**src/rtl/hl_clk_div_pkg.sv**
```systemverilog
`timescale 1ns/1ps
package hl_clk_div_pkg;
  parameter int unsigned NIB_W = 4;
  localparam int unsigned CFG_W = 2 * NIB_W;

  typedef struct packed {
    logic [NIB_W-1:0] hi;  // high length minus one
    logic [NIB_W-1:0] lo;  // low length minus one
  } phase_cfg_t;

  typedef enum logic {
    PH_LOW  = 1'b0,
    PH_HIGH = 1'b1
  } phase_e;
endpackage

```
**src/rtl/hl_clk_div_cfg.sv**
```systemverilog
`timescale 1ns/1ps
module hl_clk_div_cfg
  import hl_clk_div_pkg::*;
(
  input  logic       clk_i,
  input  logic       rst_ni,
  input  logic       wr_i,
  input  phase_cfg_t wdata_i,
  input  logic       period_end_i,
  output phase_cfg_t active_o
);
  phase_cfg_t pend_q, active_q;

  always_ff @(posedge clk_i or negedge rst_ni) begin
    if (!rst_ni) begin
      pend_q <= '0;
    end else if (wr_i) begin
      pend_q <= wdata_i;
    end
  end

  // apply only where one period ends and the next begins
  always_ff @(posedge clk_i or negedge rst_ni) begin
    if (!rst_ni) begin
      active_q <= '0;
    end else if (period_end_i) begin
      active_q <= pend_q;
    end
  end

  assign active_o = active_q;

  AST_CFG_AT_PERIOD: assert property (@(posedge clk_i) disable iff (!rst_ni)
    !$stable(active_q) |-> $past(period_end_i));

endmodule

```
**src/rtl/hl_clk_div_phase.sv**
```systemverilog
`timescale 1ns/1ps
module hl_clk_div_phase
  import hl_clk_div_pkg::*;
(
  input  logic       clk_i,
  input  logic       rst_ni,
  input  phase_cfg_t cfg_i,
  output logic       div_o,
  output logic       period_end_o
);
  phase_e           phase_q;
  logic [NIB_W-1:0] cnt_q;
  logic [NIB_W-1:0] lim;
  logic             last;

  assign lim          = (phase_q == PH_HIGH) ? cfg_i.hi : cfg_i.lo;
  assign last         = (cnt_q == lim);
  assign period_end_o = last && (phase_q == PH_HIGH);

  always_ff @(posedge clk_i or negedge rst_ni) begin
    if (!rst_ni) begin
      phase_q <= PH_LOW;
      cnt_q   <= '0;
    end else if (last) begin
      phase_q <= (phase_q == PH_HIGH) ? PH_LOW : PH_HIGH;
      cnt_q   <= '0;
    end else begin
      cnt_q   <= cnt_q + 1'b1;
    end
  end

  assign div_o = (phase_q == PH_HIGH);

  AST_CNT_BOUND: assert property (@(posedge clk_i) disable iff (!rst_ni)
    cnt_q <= lim);
  AST_CNT_RESTART: assert property (@(posedge clk_i) disable iff (!rst_ni)
    !$stable(div_o) |-> cnt_q == '0);
  AST_HIGH_LEN: assert property (@(posedge clk_i) disable iff (!rst_ni)
    $fell(div_o) |-> $past(cnt_q) == $past(cfg_i.hi));
  AST_LOW_LEN: assert property (@(posedge clk_i) disable iff (!rst_ni)
    $rose(div_o) |-> $past(cnt_q) == $past(cfg_i.lo));

endmodule

```
**src/rtl/hl_clk_div_outsel.sv**
```systemverilog
`timescale 1ns/1ps
module hl_clk_div_outsel (
  input  logic clk_i,
  input  logic rst_ni,
  input  logic lp_sel_i,
  input  logic slow_clk_i,
  input  logic div_i,
  output logic clk_o
);
  logic lp_q;

  // registered select stands in for a glitch-free switch cell
  always_ff @(posedge clk_i or negedge rst_ni) begin
    if (!rst_ni) lp_q <= 1'b0;
    else         lp_q <= lp_sel_i;
  end

  assign clk_o = lp_q ? slow_clk_i : div_i;

endmodule

```
**src/rtl/hl_clk_div.sv**
```systemverilog
`timescale 1ns/1ps
module hl_clk_div
  import hl_clk_div_pkg::*;
(
  input  logic             clk_i,
  input  logic             rst_ni,
  input  logic             slow_clk_i,
  input  logic [CFG_W-1:0] cfg_i,
  input  logic             cfg_we_i,
  input  logic             lp_sel_i,
  output logic             clk_o
);
  phase_cfg_t active;
  logic       period_end;
  logic       div_clk;

  hl_clk_div_cfg u_cfg (
    .clk_i        (clk_i),
    .rst_ni       (rst_ni),
    .wr_i         (cfg_we_i),
    .wdata_i      (phase_cfg_t'(cfg_i)),
    .period_end_i (period_end),
    .active_o     (active)
  );

  hl_clk_div_phase u_phase (
    .clk_i        (clk_i),
    .rst_ni       (rst_ni),
    .cfg_i        (active),
    .div_o        (div_clk),
    .period_end_o (period_end)
  );

  hl_clk_div_outsel u_outsel (
    .clk_i      (clk_i),
    .rst_ni     (rst_ni),
    .lp_sel_i   (lp_sel_i),
    .slow_clk_i (slow_clk_i),
    .div_i      (div_clk),
    .clk_o      (clk_o)
  );

endmodule

```
**config.mk**
```make
export PLATFORM = sky130hd
export DESIGN_NAME = hl_clk_div
export DESIGN_NICKNAME = d
export VERILOG_FILES = /design/src/rtl/hl_clk_div_pkg.sv /design/src/rtl/hl_clk_div_cfg.sv /design/src/rtl/hl_clk_div_phase.sv /design/src/rtl/hl_clk_div_outsel.sv /design/src/rtl/hl_clk_div.sv
export SDC_FILE = /design/constraint.sdc
export NUM_CORES = 1
export LEC_CHECK = 0
export BUFFER_PORTS_ARGS = -buffer_cell sky130_fd_sc_hd__buf_2
export CAP_MARGIN = 20
export CORE_MARGIN = 4
export CORE_UTILIZATION = 40
export DETAILED_ROUTE_END_ITERATION = 12
export PLACE_DENSITY = 0.56
export SYNTH_ARGS = -nofsm -noshare
export SYNTH_HDL_FRONTEND = slang
export SYNTH_HIERARCHICAL = 1
export SYNTH_SLANG_ARGS = --single-unit
```
**constraint.sdc**
```tcl
create_clock -name clk_i -period 2.4 [get_ports clk_i]
set_clock_uncertainty 0.1 [all_clocks]
set_input_delay 0.48 -clock clk_i [delete_from_list [all_inputs] [get_ports clk_i]]
set_output_delay 0.48 -clock clk_i [all_outputs]
set_load 0.005 [all_outputs]
```
==> results of run 1 <==
layer usage:
metal / vias up / global-route usage (%) / share of wire [%]
met5: - / 0 / 0
met4: 0 / 2.980 / 1.2
met3: 2 / 4.677 / 5.8
met2: 11 / 15.97 / 44
met1: 250 / 12.36 / 49
li1: 242 / - / -
layout by cell type (no fill, tap or decap):
master and count:
and2_2 1, buf_2 13, buf_4 1, bufinv_16 1, clkbuf_4 3, dfrtp_1 22, ha_1 1, mux2_4 17
mux2i_1 4, nand3_1 1, nor2_1 3, nor2b_1 1, nor4_4 1, xnor2_1 5, xor2_1 2
power by group through the flow:
stage | sequential, W | clock (W) | combinational [W]
after floorplan | 0.000573 | 0 | 0.000511
after global placement | 0.000623 | 0 | 0.000533
after detailed placement | 0.000622 | 0 | 0.000549
after CTS | 0.000615 | 0.000290 | 0.000550
after global routing | 0.000629 | 0.000308 | 0.000586
final | 0.000611 | 0.000278 | 0.000540
metrics by stage:
stage	instance area (um^2)	std cells	hold WS, ns	setup slack, ns	utilization, %
floorplan	1005	61	0.08441	0.3810	-
global placement	1079	100	0.3698	0.3525	46.95
detailed placement	1079	100	0.3722	0.3057	46.95
CTS	1131	104	0.02346	0.2952	49.24
global route	1131	104	0.02561	0.2041	49.24
finish	1131	104	0.01178	0.3161	49.24
cell usage after synthesis:
library cell	count
xor2_1	2
nor2b_1	1
mux2i_1	4
buf_6	3
and2_2	1
nand3_1	1
nor4_4	1
xnor2_1	5
mux2_4	17
nor2_1	3
ha_1	1
dfrtp_1	22
kinds of logic (layout without fill, tap and decap cells):
family | count (synthesis) | count (layout)
DFF | 22 | 22
muxes | 21 | 21
xor gates and xnor gates | 7 | 7
and+or+nand+nor | 7 | 7
buffers and inverters | 3 | 18
adders and majority gates | 1 | 1
path summary, 6_finish.rpt:
| check | slack (ns) | to | depth (start not counted) |
|---|---|---|---|
| min in group clk_i | 0.17 | u_outsel/lp_q | 1 |
| hold / removal | 0.01 | u_cfg/active_o[6] | 1 |
| setup reg to reg | 0.32 | u_cfg/active_o[3] | 5 |
| setup / recovery | 0.32 | u_cfg/active_o[3] | 5 |
| hold reg to reg | 0.42 | u_phase/cnt_q[0] | 1 |
| max in group asynchronous | 1.87 | u_phase/cnt_q[1] | 1 |
layout make-up:
type	instances	area, um^2
multi-input combinational	36	420.4
timing repair buffer	14	72.57
clock buffer	3	22.52
fill	208	1166
clock inverter	1	30.03
tap	28	35.03
sequential	22	550.5
registers in the layout, summed over array words and instances (netlist names):
signal	flops
u_cfg/pend_q	8
u_phase/cnt_q	4
u_outsel/lp_q	1
u_cfg/active_o	8
u_phase/div_o	1
==> reports/results.md, run 1 <==
| Parameter | Value | Unit |
|---|---|---|
| Clk sink count | 22 | - |
| Antenna Violating Nets Remaining | 0 | - |
| Largest stage delay, worst path | 0.52 | ns |
| WP data required | 2.50 | ns |
| Peak supply drop | 0.0007082 | V |
| Achievable frequency | 479.9 | MHz |
| Number of setup violations in the final report | 0 | - |
| Crit path arrival time | 2.19 | ns |
| Number of buffers created by CTS | 3 | - |
| Mux share of post-synthesis cell area | 29.39 | % |
| Detailed Routing Iterations Pass 1 | 2 | - |
| Internal power contribution | 0.0009988 | W |
| Post-synthesis simple-gate area fraction | 5.106 | % |
| Diodes inserted | 0 | - |
| Total power of the final layout | 0.001428 | W |
| Count of endpoints failing hold in the final timing report | 0 | - |
| Actual transition at the worst max-transition pin | 0.4708 | ns |
| Crit path buffers/inverters | 0 | - |
| Largest net degree at the start of global routing | 23 | - |
| Via count of the first global-routing pass | 563 | - |
| Max capacitance violation total | 0 | - |
| Count of state elements after synthesis | 22 | - |
| Count of vias placed by the detailed router | 505 | - |
| Relative contribution of the clock network to total power | 19.5 | % |
| Share of the synthesized netlist area taken by xor and xnor gates | 6.102 | % |
| Per-cell routed wire length | 13.88 | um |
| Post-detailed-route via-to-cell ratio | 4.856 | - |
| Period Utilization, post-route | 86.83 | % |
| Tmin final | 2.084 | ns |
| Congestion Overflow GR | 0 | - |
| Worst-skew pair later-pin latency | 0.30 | ns |
| Worst slew margin | 68.61 | % |
| DIE WIDTH | 58.12 | um |
| Slowest CP cell | dfrtp_1 | - |
| Total negative slack for setup checks | 0 | ns |
| Fraction of the mapped netlist area in compound gates | 0 | % |
| Leakage power | 0.5408 | nW |
| Synth Net Count | 75 | - |
| Max Fanout on Critical Path | 8 | - |
| RSZ-0062 raised after global routing | no | - |
| Dominant cells by area after synthesis | dfrtp_1 55%, mux2_4 25%, xnor2_1 4.4% | - |
| Post-route DRC violation count | 0 | - |
| Placer congestion estimate | 0.6299 | - |
| DRC violation total after the first TritonRoute iteration | 1 | - |
| Initial cell density of the core | 43.74 | % |
| Adder-cell area share of the yosys netlist | 1.245 | % |
| Result of the run | complete, no violations | - |
| Fraction of power spent switching nets | 30.07 | % |
| Die Area | 3377 | um^2 |
| Clock-pin slew on the worst setup and hold paths | 0.12 | ns |
| Dominant delay contributor by cell family on the critical path | simple AND/OR/NAND/NOR gates | - |
| Overall track demand over capacity in global routing | 10.12 | % |
| Number of buffers between clock root and the deepest sink | 2 | - |
| Sw Pwr | 0.0004295 | W |
| Biggest area consumer among synthesized cells | dfrtp_1 | - |
| First-pass GRT wire length | 2.553 | mm |
| Std cell rows | 17 | - |
| Number of resized instances in the post-cts repair step | 0 | - |
| Maximum level of the CTS H-tree | 1 | - |
| Proportion of power drawn by combinational gates | 37.8 | % |
| Detailed Place HPWL | 1.067 | mm |
| Clock root buffer | clkbuf_4 | - |
| Standard cell core area | 2297 | um^2 |
| Power Density | 1263 | nW/um^2 |
| Worst R2R Start | u_phase/div_o | - |
| NumNets Final | 91 | - |
| Quantity of hold-fixing buffers added after cts | 0 | - |
| Class of the tightest hold or removal check | primary input to asynchronous set/reset pin | - |
| Post-synthesis cell type count | 12 | - |
| Initial antenna violation count | 0 | - |
| Sequential share of power | 42.8 | % |
| Post CTS Setup Buffer Count | 0 | - |
| Area growth syn-to-layout | 12.58 | % |
| Cell chain of the critical path | mux2i_1 -> xnor2_1 -> nor4_4 -> and2_2 -> mux2_4 | - |
| Synthesized netlist cell count | 61 | - |
| Max Slew Vio Count | 0 | - |
| Critical Path Start | u_phase/div_o | - |
| Total length of routed wires | 1.443 | mm |
| Cell area after synthesis | 1005 | um^2 |
| Layout cells sized above 1 | 48.68 | % |
| Category of the worst setup path capture point | flop | - |
| Kind of critical path | flop to flop | - |
| Count of buffers inserted at the top-level ports | 13 | - |
| Share of the yosys chip area belonging to registers | 54.79 | % |
| Yosys warns | 6 | - |
| Die height | 58.12 | um |
| Clock tree from TritonCTS | built | - |
| Avg Inst Size Synth | 16.47 | um^2 |
| I/O pin total | 14 | - |
| Type of element launching the critical path | flop | - |
| Top cell type's share of synthesized area | 54.79 | % |
| Dominant combinational cell family by area after synthesis | multiplexers | - |
No activity file was read; power rests on OpenSTA's default activity.
==> run 2: changes to the inputs <==
--- a/config.mk
+++ b/config.mk
@@ -13,5 +13,4 @@
 export PLACE_DENSITY = 0.56
 export SYNTH_ARGS = -nofsm -noshare
 export SYNTH_HDL_FRONTEND = slang
-export SYNTH_HIERARCHICAL = 1
 export SYNTH_SLANG_ARGS = --single-unit
==> run 2 against run 1 <==
Net effect:
- total power is 0.64% higher
- clock power hardly changed
- register-to-register slack better by 0.04 ns
- sequential power is 1% higher
- final cell count stayed put
- global-route usage is 0.41 points higher
- sequential cell count stayed put
- critical path type unchanged
==> reports/results.md, run 2 <==
| Parameter | Value | Unit |
|---|---|---|
| Result of the run | complete, no violations | - |
| Sequential cell area | 550.5 | um^2 |
| Highest-count cells in the layout ignoring fill and taps | 22 x dfrtp_1, 13 x buf_2, 9 x mux2_2, 8 x mux2_4, 5 x xnor2_1 | - |
| Count of state elements after synthesis | 22 | - |
| Quantity of hold-fixing buffers added after cts | 0 | - |
| Biggest area consumer among synthesized cells | dfrtp_1 | - |
| Kind of critical path | flop to flop | - |
| Die Area | 3243 | um^2 |
| Detailed Routing Iterations Pass 1 | 3 | - |
| Number of cells after detailed placement | 100 | - |
| Total negative slack for setup checks | 0 | ns |
| Initial cell density of the core | 42.51 | % |
| Fill count | 219 | - |
| Dominant cells by area after synthesis | dfrtp_1 57%, mux2_4 13%, mux2_2 11% | - |
| Worst-skew pair later-pin latency | 0.31 | ns |
| Detailed Place HPWL | 1.092 | mm |
| Die height | 56.95 | um |
| Max Fanout on Critical Path | 8 | - |
| Total length of routed wires | 1.431 | mm |
| WP data required | 2.51 | ns |
| Cell chain of the critical path | mux2i_1 -> xnor2_1 -> nor4_4 -> nand2_4 -> mux2_4 | - |
| Category of the worst setup path capture point | flop | - |
| Routed met3 length | 86 | um |
| Clock tree from TritonCTS | built | - |
| Share of the yosys chip area belonging to registers | 57.44 | % |
| Area growth syn-to-layout | 15.14 | % |
| Yosys warns | 0 | - |
| Largest stage delay, worst path | 0.57 | ns |
| Number of buffers between clock root and the deepest sink | 2 | - |
| Std cell rows | 17 | - |
| Synth Net Count | 74 | - |
| Non-filler cells in the finished layout | 104 | - |
| Clock root buffer | clkbuf_4 | - |
| Layout cells sized above 1 | 50.00 | % |
| Peak supply drop | 0.0005824 | V |
| DIE WIDTH | 56.95 | um |
| NumNets Final | 91 | - |
| Antenna Violating Nets Remaining | 0 | - |
| Per-cell routed wire length | 13.76 | um |
| Period Utilization, post-route | 85.07 | % |
| Clock-pin slew on the worst setup and hold paths | 0.12 | ns |
| Total area of multi-input combinational cells | 392.9 | um^2 |
| Detailed route wirelength on metal2 | 689 | um |
| Count of vias placed by the detailed router | 495 | - |
| Most common library cell in the layout ignoring fill and taps | dfrtp_1 | - |
| Met1 routed wirelength after detailed routing | 629 | um |
| Cell area after synthesis | 958.4 | um^2 |
| Post-route DRC violation count | 0 | - |
| Leading post-synthesis cells by instance count | 22 x dfrtp_1, 9 x mux2_2, 8 x mux2_4 | - |
| RSZ-0062 raised after global routing | no | - |
| Fraction of power spent switching nets | 30.68 | % |
| Placer congestion estimate | 0.6288 | - |
| Achievable frequency | 489.8 | MHz |
| Standard cell core area | 2255 | um^2 |
| Count of endpoints failing hold in the final timing report | 0 | - |
| Sw Pwr | 0.0004410 | W |
| Count of buffers inserted at the top-level ports | 13 | - |
| Proportion of power drawn by combinational gates | 37.5 | % |
| DRC violation total after the first TritonRoute iteration | 11 | - |
| I/O pin total | 14 | - |
| Number of resized instances in the post-cts repair step | 0 | - |
| Post-layout worst setup margin | 0.3583 | ns |
| Number of buffers created by CTS | 3 | - |
| Total power of the final layout | 0.001437 | W |
| Post CTS Setup Buffer Count | 0 | - |
| Max capacitance violation total | 0 | - |
| Crit path arrival time | 2.15 | ns |
| Sequential share of power | 43.0 | % |
| Actual transition at the worst max-transition pin | 0.4782 | ns |
| Internal power contribution | 0.0009963 | W |
| Number of enable flip-flop cells after synthesis | 0 | - |
| Tmin final | 2.042 | ns |
| Class of the tightest hold or removal check | primary input to asynchronous set/reset pin | - |
| Overall track demand over capacity in global routing | 10.53 | % |
| Max Slew Vio Count | 0 | - |
| Type of element launching the critical path | flop | - |
| Most common cell in the synthesized netlist | dfrtp_1 | - |
| Asr flop ratio synth | 100.0 | % |
| Largest net degree at the start of global routing | 23 | - |
| Post-synthesis cell type count | 14 | - |
| Clk sink count | 22 | - |
| First-pass GRT wire length | 2.573 | mm |
| Synthesized netlist cell count | 60 | - |
| Placement-stage worst setup slack | 0.3264 | ns |
| Relative contribution of the clock network to total power | 19.6 | % |
| Post-detailed-route via-to-cell ratio | 4.760 | - |
| Dominant synthesized flop cell | dfrtp_1 | - |
| Top cell type's share of synthesized area | 57.44 | % |
| Power Density | 1302 | nW/um^2 |
| Leakage power | 0.5316 | nW |
| Via count of the first global-routing pass | 538 | - |
| Worst slew margin | 68.12 | % |
| Slowest CP cell | dfrtp_1 | - |
| Initial antenna violation count | 0 | - |
| Number of setup violations in the final report | 0 | - |
| Avg Inst Size Synth | 15.97 | um^2 |
| Maximum level of the CTS H-tree | 1 | - |
| Congestion Overflow GR | 0 | - |
| Top layer used by detailed routing | met4 | - |
| Diodes inserted | 0 | - |
run 2: changes by cell type after synthesis, sizes merged:
| cell | previous run | this run |
|---|---|---|
| and2 | 1 | 0 |
| nand2 | 0 | 1 |
| clkbuf | 0 | 1 |
| and2b | 0 | 1 |
| buf | 3 | 1 |
| nor2b | 1 | 0 |
run 2: final timing paths:
| check | startpoint | to | slack (ns) | cells after the start |
|---|---|---|---|---|
| max in group asynchronous | rst_ni | u_outsel.lp_q | 1.87 | 1 |
| min in group clk_i | lp_sel_i | u_outsel.lp_q | 0.17 | 1 |
| hold reg to reg | u_cfg.pend_q[1] | u_cfg.active_o[1] | 0.42 | 1 |
| setup / recovery | u_phase.div_o | u_cfg.active_o[3] | 0.36 | 5 |
| hold / removal | rst_ni | u_cfg.pend_q[5] | 0.005 | 1 |
| setup reg to reg | u_phase.div_o | u_cfg.active_o[3] | 0.36 | 5 |
run 2: layout make-up:
| type | instances | area share, % |
|---|---|---|
| Tap cell | 28 | 3.175 |
| Clock buffer | 3 | 2.041 |
| Sequential cell | 22 | 49.89 |
| Multi-Input combinational cell | 36 | 35.60 |
| Timing Repair Buffer | 14 | 6.576 |
| Clock inverter | 1 | 2.721 |
run 2: power groups by stage:
stage	Clock, W	Sequential [W]	Combinational, W
6_report	0.000281	0.000618	0.000538
4_1_cts	0.000294	0.000623	0.000550
2_1_floorplan	0	0.000570	0.000507
3_3_place_gp	0	0.000624	0.000533
3_5_place_dp	0	0.000632	0.000547
5_1_grt	0.000311	0.000637	0.000601
run 2: routing by layer:
layer	vias up	track usage, %
li1	241	-
met1	237	12.63
met2	13	16.80
met3	4	4.525
met4	0	3.974
met5	-	0
run 2: kinds of logic (layout without fill, tap and decap cells):
logic type | Yosys count | count (layout) | share of synthesized area [%]
flip-flops | 22 | 22 | 57.44
buffers and inverters | 2 | 18 | 1.566
XOR/XNOR | 7 | 7 | 6.397
adder cells (fa/ha/maj) | 1 | 1 | 1.305
AND/OR/NAND/NOR | 7 | 7 | 6.005
multiplexers | 21 | 21 | 27.29
run 2: per-stage QoR:
| step | hold slack [ns] | util, % | instance area (um^2) |
|---|---|---|---|
| after CTS | 0.01429 | 48.95 | 1104 |
| final | 0.005235 | 48.95 | 1104 |
| after floorplan | 0.08441 | - | 958.4 |
| after global routing | 0.01588 | 48.95 | 1104 |
| after global placement | 0.3678 | 46.61 | 1051 |
| after detailed placement | 0.3742 | 46.61 | 1051 |
run 2: worst max-delay path: cells and delay by family, from the launching register on:
kind,cells,cell delay [ns]
xor gates and xnor gates,1,0.12
DFF,1,0.57
muxes,2,0.62
and+or+nand+nor,2,0.53
==> run 3: changes to the inputs <==
--- a/config.mk
+++ b/config.mk
@@ -5,7 +5,7 @@
 export SDC_FILE = /design/constraint.sdc
 export NUM_CORES = 1
 export LEC_CHECK = 0
-export BUFFER_PORTS_ARGS = -buffer_cell sky130_fd_sc_hd__buf_2
+export BUFFER_PORTS_ARGS = -buffer_cell sky130_fd_sc_hd__buf_4
 export CAP_MARGIN = 20
 export CORE_MARGIN = 4
 export CORE_UTILIZATION = 40
==> run 3 against run 2 <==
Net effect:
- worst hold slack gained 0.18 ns
- global-route usage shrank 0.51 points
- sequential share of layout area down 0.56 points
- non-clock buffer count grew 1
- maximum frequency up 1.6%
- critical path depth is the same
- largest power group unchanged
- highest routed layer unchanged
==> reports/results.md, run 3 (synthesized netlist as in run 2, its figures left out) <==
| Parameter | Value | Unit |
|---|---|---|
| Maximum level of the CTS H-tree | 1 | - |
| Class of the tightest hold or removal check | primary input to flop | - |
| Most common library cell in the layout ignoring fill and taps | dfrtp_1 | - |
| Die height | 56.95 | um |
| Placer congestion estimate | 0.6617 | - |
| Result of the run | complete, no violations | - |
| Largest net degree at the start of global routing | 23 | - |
| Diodes inserted | 0 | - |
| Die Area | 3243 | um^2 |
| Clock tree from TritonCTS | built | - |
| Max capacitance violation total | 0 | - |
| Standard cell core area | 2255 | um^2 |
| DIE WIDTH | 56.95 | um |
| Crit path buffers/inverters | 0 | - |
| Largest stage delay, worst path | 0.57 | ns |
| Dominant delay contributor by cell family on the critical path | multiplexers | - |
| Layout cells sized above 1 | 48.68 | % |
| Detailed Place HPWL | 1.012 | mm |
| Overall track demand over capacity in global routing | 10.03 | % |
| Crit path arrival time | 2.10 | ns |
| Worst slew margin | 76.58 | % |
| Tmin final | 2.010 | ns |
| Number of buffers created by CTS | 3 | - |
| NumNets Final | 92 | - |
| Number of setup violations in the final report | 0 | - |
| Category of the worst setup path capture point | flop | - |
| Type of element launching the critical path | flop | - |
| Area growth syn-to-layout | 16.45 | % |
| First-pass GRT wire length | 2.463 | mm |
| Count of buffers inserted at the top-level ports | 13 | - |
| Post-detailed-route via-to-cell ratio | 4.712 | - |
| Highest-count cells in the layout ignoring fill and taps | 22 x dfrtp_1, 14 x buf_4, 9 x mux2_2, 8 x mux2_4, 5 x xnor2_1 | - |
| Cell chain of the critical path | mux2i_1 -> xnor2_1 -> nor4_4 -> nand2_4 -> mux2_4 | - |
| Std cell rows | 17 | - |
| Worst-skew pair later-pin latency | 0.30 | ns |
| Congestion Overflow GR | 0 | - |
| Via count of the first global-routing pass | 550 | - |
| Per-cell routed wire length | 12.85 | um |
| Initial antenna violation count | 0 | - |
| Count of endpoints failing hold in the final timing report | 0 | - |
| Max Slew Vio Count | 0 | - |
| Power Density | 1179 | nW/um^2 |
| Placement-stage worst setup slack | 0.3643 | ns |
| WP data required | 2.49 | ns |
| Slowest CP cell | dfrtp_1 | - |
| Number of buffers between clock root and the deepest sink | 2 | - |
| Fill count | 224 | - |
| Leakage power | 0.5329 | nW |
| Post-route DRC violation count | 0 | - |
| Non-filler cells in the finished layout | 104 | - |
| Clk sink count | 22 | - |
| Max Fanout on Critical Path | 8 | - |
| RSZ-0062 raised after global routing | no | - |
| Final worst hold slack | 0.1818 | ns |
| I/O pin total | 14 | - |
| Antenna Violating Nets Remaining | 0 | - |
| Achievable frequency | 497.5 | MHz |
| Initial cell density of the core | 42.51 | % |
| Number of cells after detailed placement | 100 | - |
| Total length of routed wires | 1.336 | mm |
| Clock-pin slew on the worst setup and hold paths | 0.11 | ns |
| Post-layout worst setup margin | 0.3898 | ns |
| Kind of critical path | flop to flop | - |
| Actual transition at the worst max-transition pin | 0.3513 | ns |
| DRC violation total after the first TritonRoute iteration | 2 | - |
| Detailed Routing Iterations Pass 1 | 2 | - |
| Clock root buffer | clkbuf_4 | - |
| Count of vias placed by the detailed router | 490 | - |
| Peak supply drop | 0.0005010 | V |
| Total negative slack for setup checks | 0 | ns |
| Period Utilization, post-route | 83.76 | % |
run 3: changes by cell type in the layout (fill, tap and decap cells not counted), sizes merged:
cell / delta
dlygate4sd3: +1
bufinv: -1
run 3: final cells by class:
class / instances / area [um^2] / share of cell area (%)
clock buffer: 3 / 22.52 / 2.018
multi-input combinational: 36 / 392.9 / 35.20
sequential: 22 / 550.5 / 49.33
tap: 28 / 35.03 / 3.139
timing repair buffer: 15 / 115.1 / 10.31
run 3: path summary, 6_finish.rpt:
check	from	slack, ns	end	depth (start not counted)
worst max-delay path	u_phase.div_o	0.39	u_cfg.active_o[3]	5
worst min-delay path	lp_sel_i	0.18	u_outsel.lp_q	1
worst max register to register	u_phase.div_o	0.39	u_cfg.active_o[3]	5
worst min register to register	u_cfg.pend_q[6]	0.41	u_cfg.active_o[6]	1
max in group asynchronous	rst_ni	1.50	u_cfg.pend_q[7]	2
min in group asynchronous	rst_ni	0.49	u_phase.div_o	2
run 3: timing repair:
action                    in CTS  in global routing
resized for setup              0                  0
hold endpoints to repair      22                  0
hold buffers                   1                  0
buffers inserted               0                  0
run 3: routing by layer:
layer | up-vias | part of all wire, % | track usage, %
met5 | - | 0 | 0
met4 | 0 | 0.82 | 4.967
met3 | 2 | 5.5 | 2.941
met2 | 13 | 46 | 14.68
met1 | 232 | 48 | 13.54
li1 | 243 | - | -
run 3: per-stage QoR:
| step | total power, W | utilization [%] | area [um^2] |
|---|---|---|---|
| after floorplan | 0.001077 | - | 958.4 |
| after global placement | 0.001166 | 48.06 | 1084 |
| after detailed placement | 0.001178 | 48.06 | 1084 |
| after CTS | 0.001343 | 49.50 | 1116 |
| after global routing | 0.001431 | 49.50 | 1116 |
| final | 0.001316 | 49.50 | 1116 |
run 3: where the power goes:
part / total, W / leakage, nW / internal [W] / switching (W)
Sequential: 0.000610 / 0.263 / 0.000500 / 0.000110
Combinational: 0.000545 / 0.257 / 0.000336 / 0.000209
Clock: 0.000161 / 0.0138 / 0.0000584 / 0.000102
Total: 0.00132 / 0.533 / 0.000895 / 0.000421
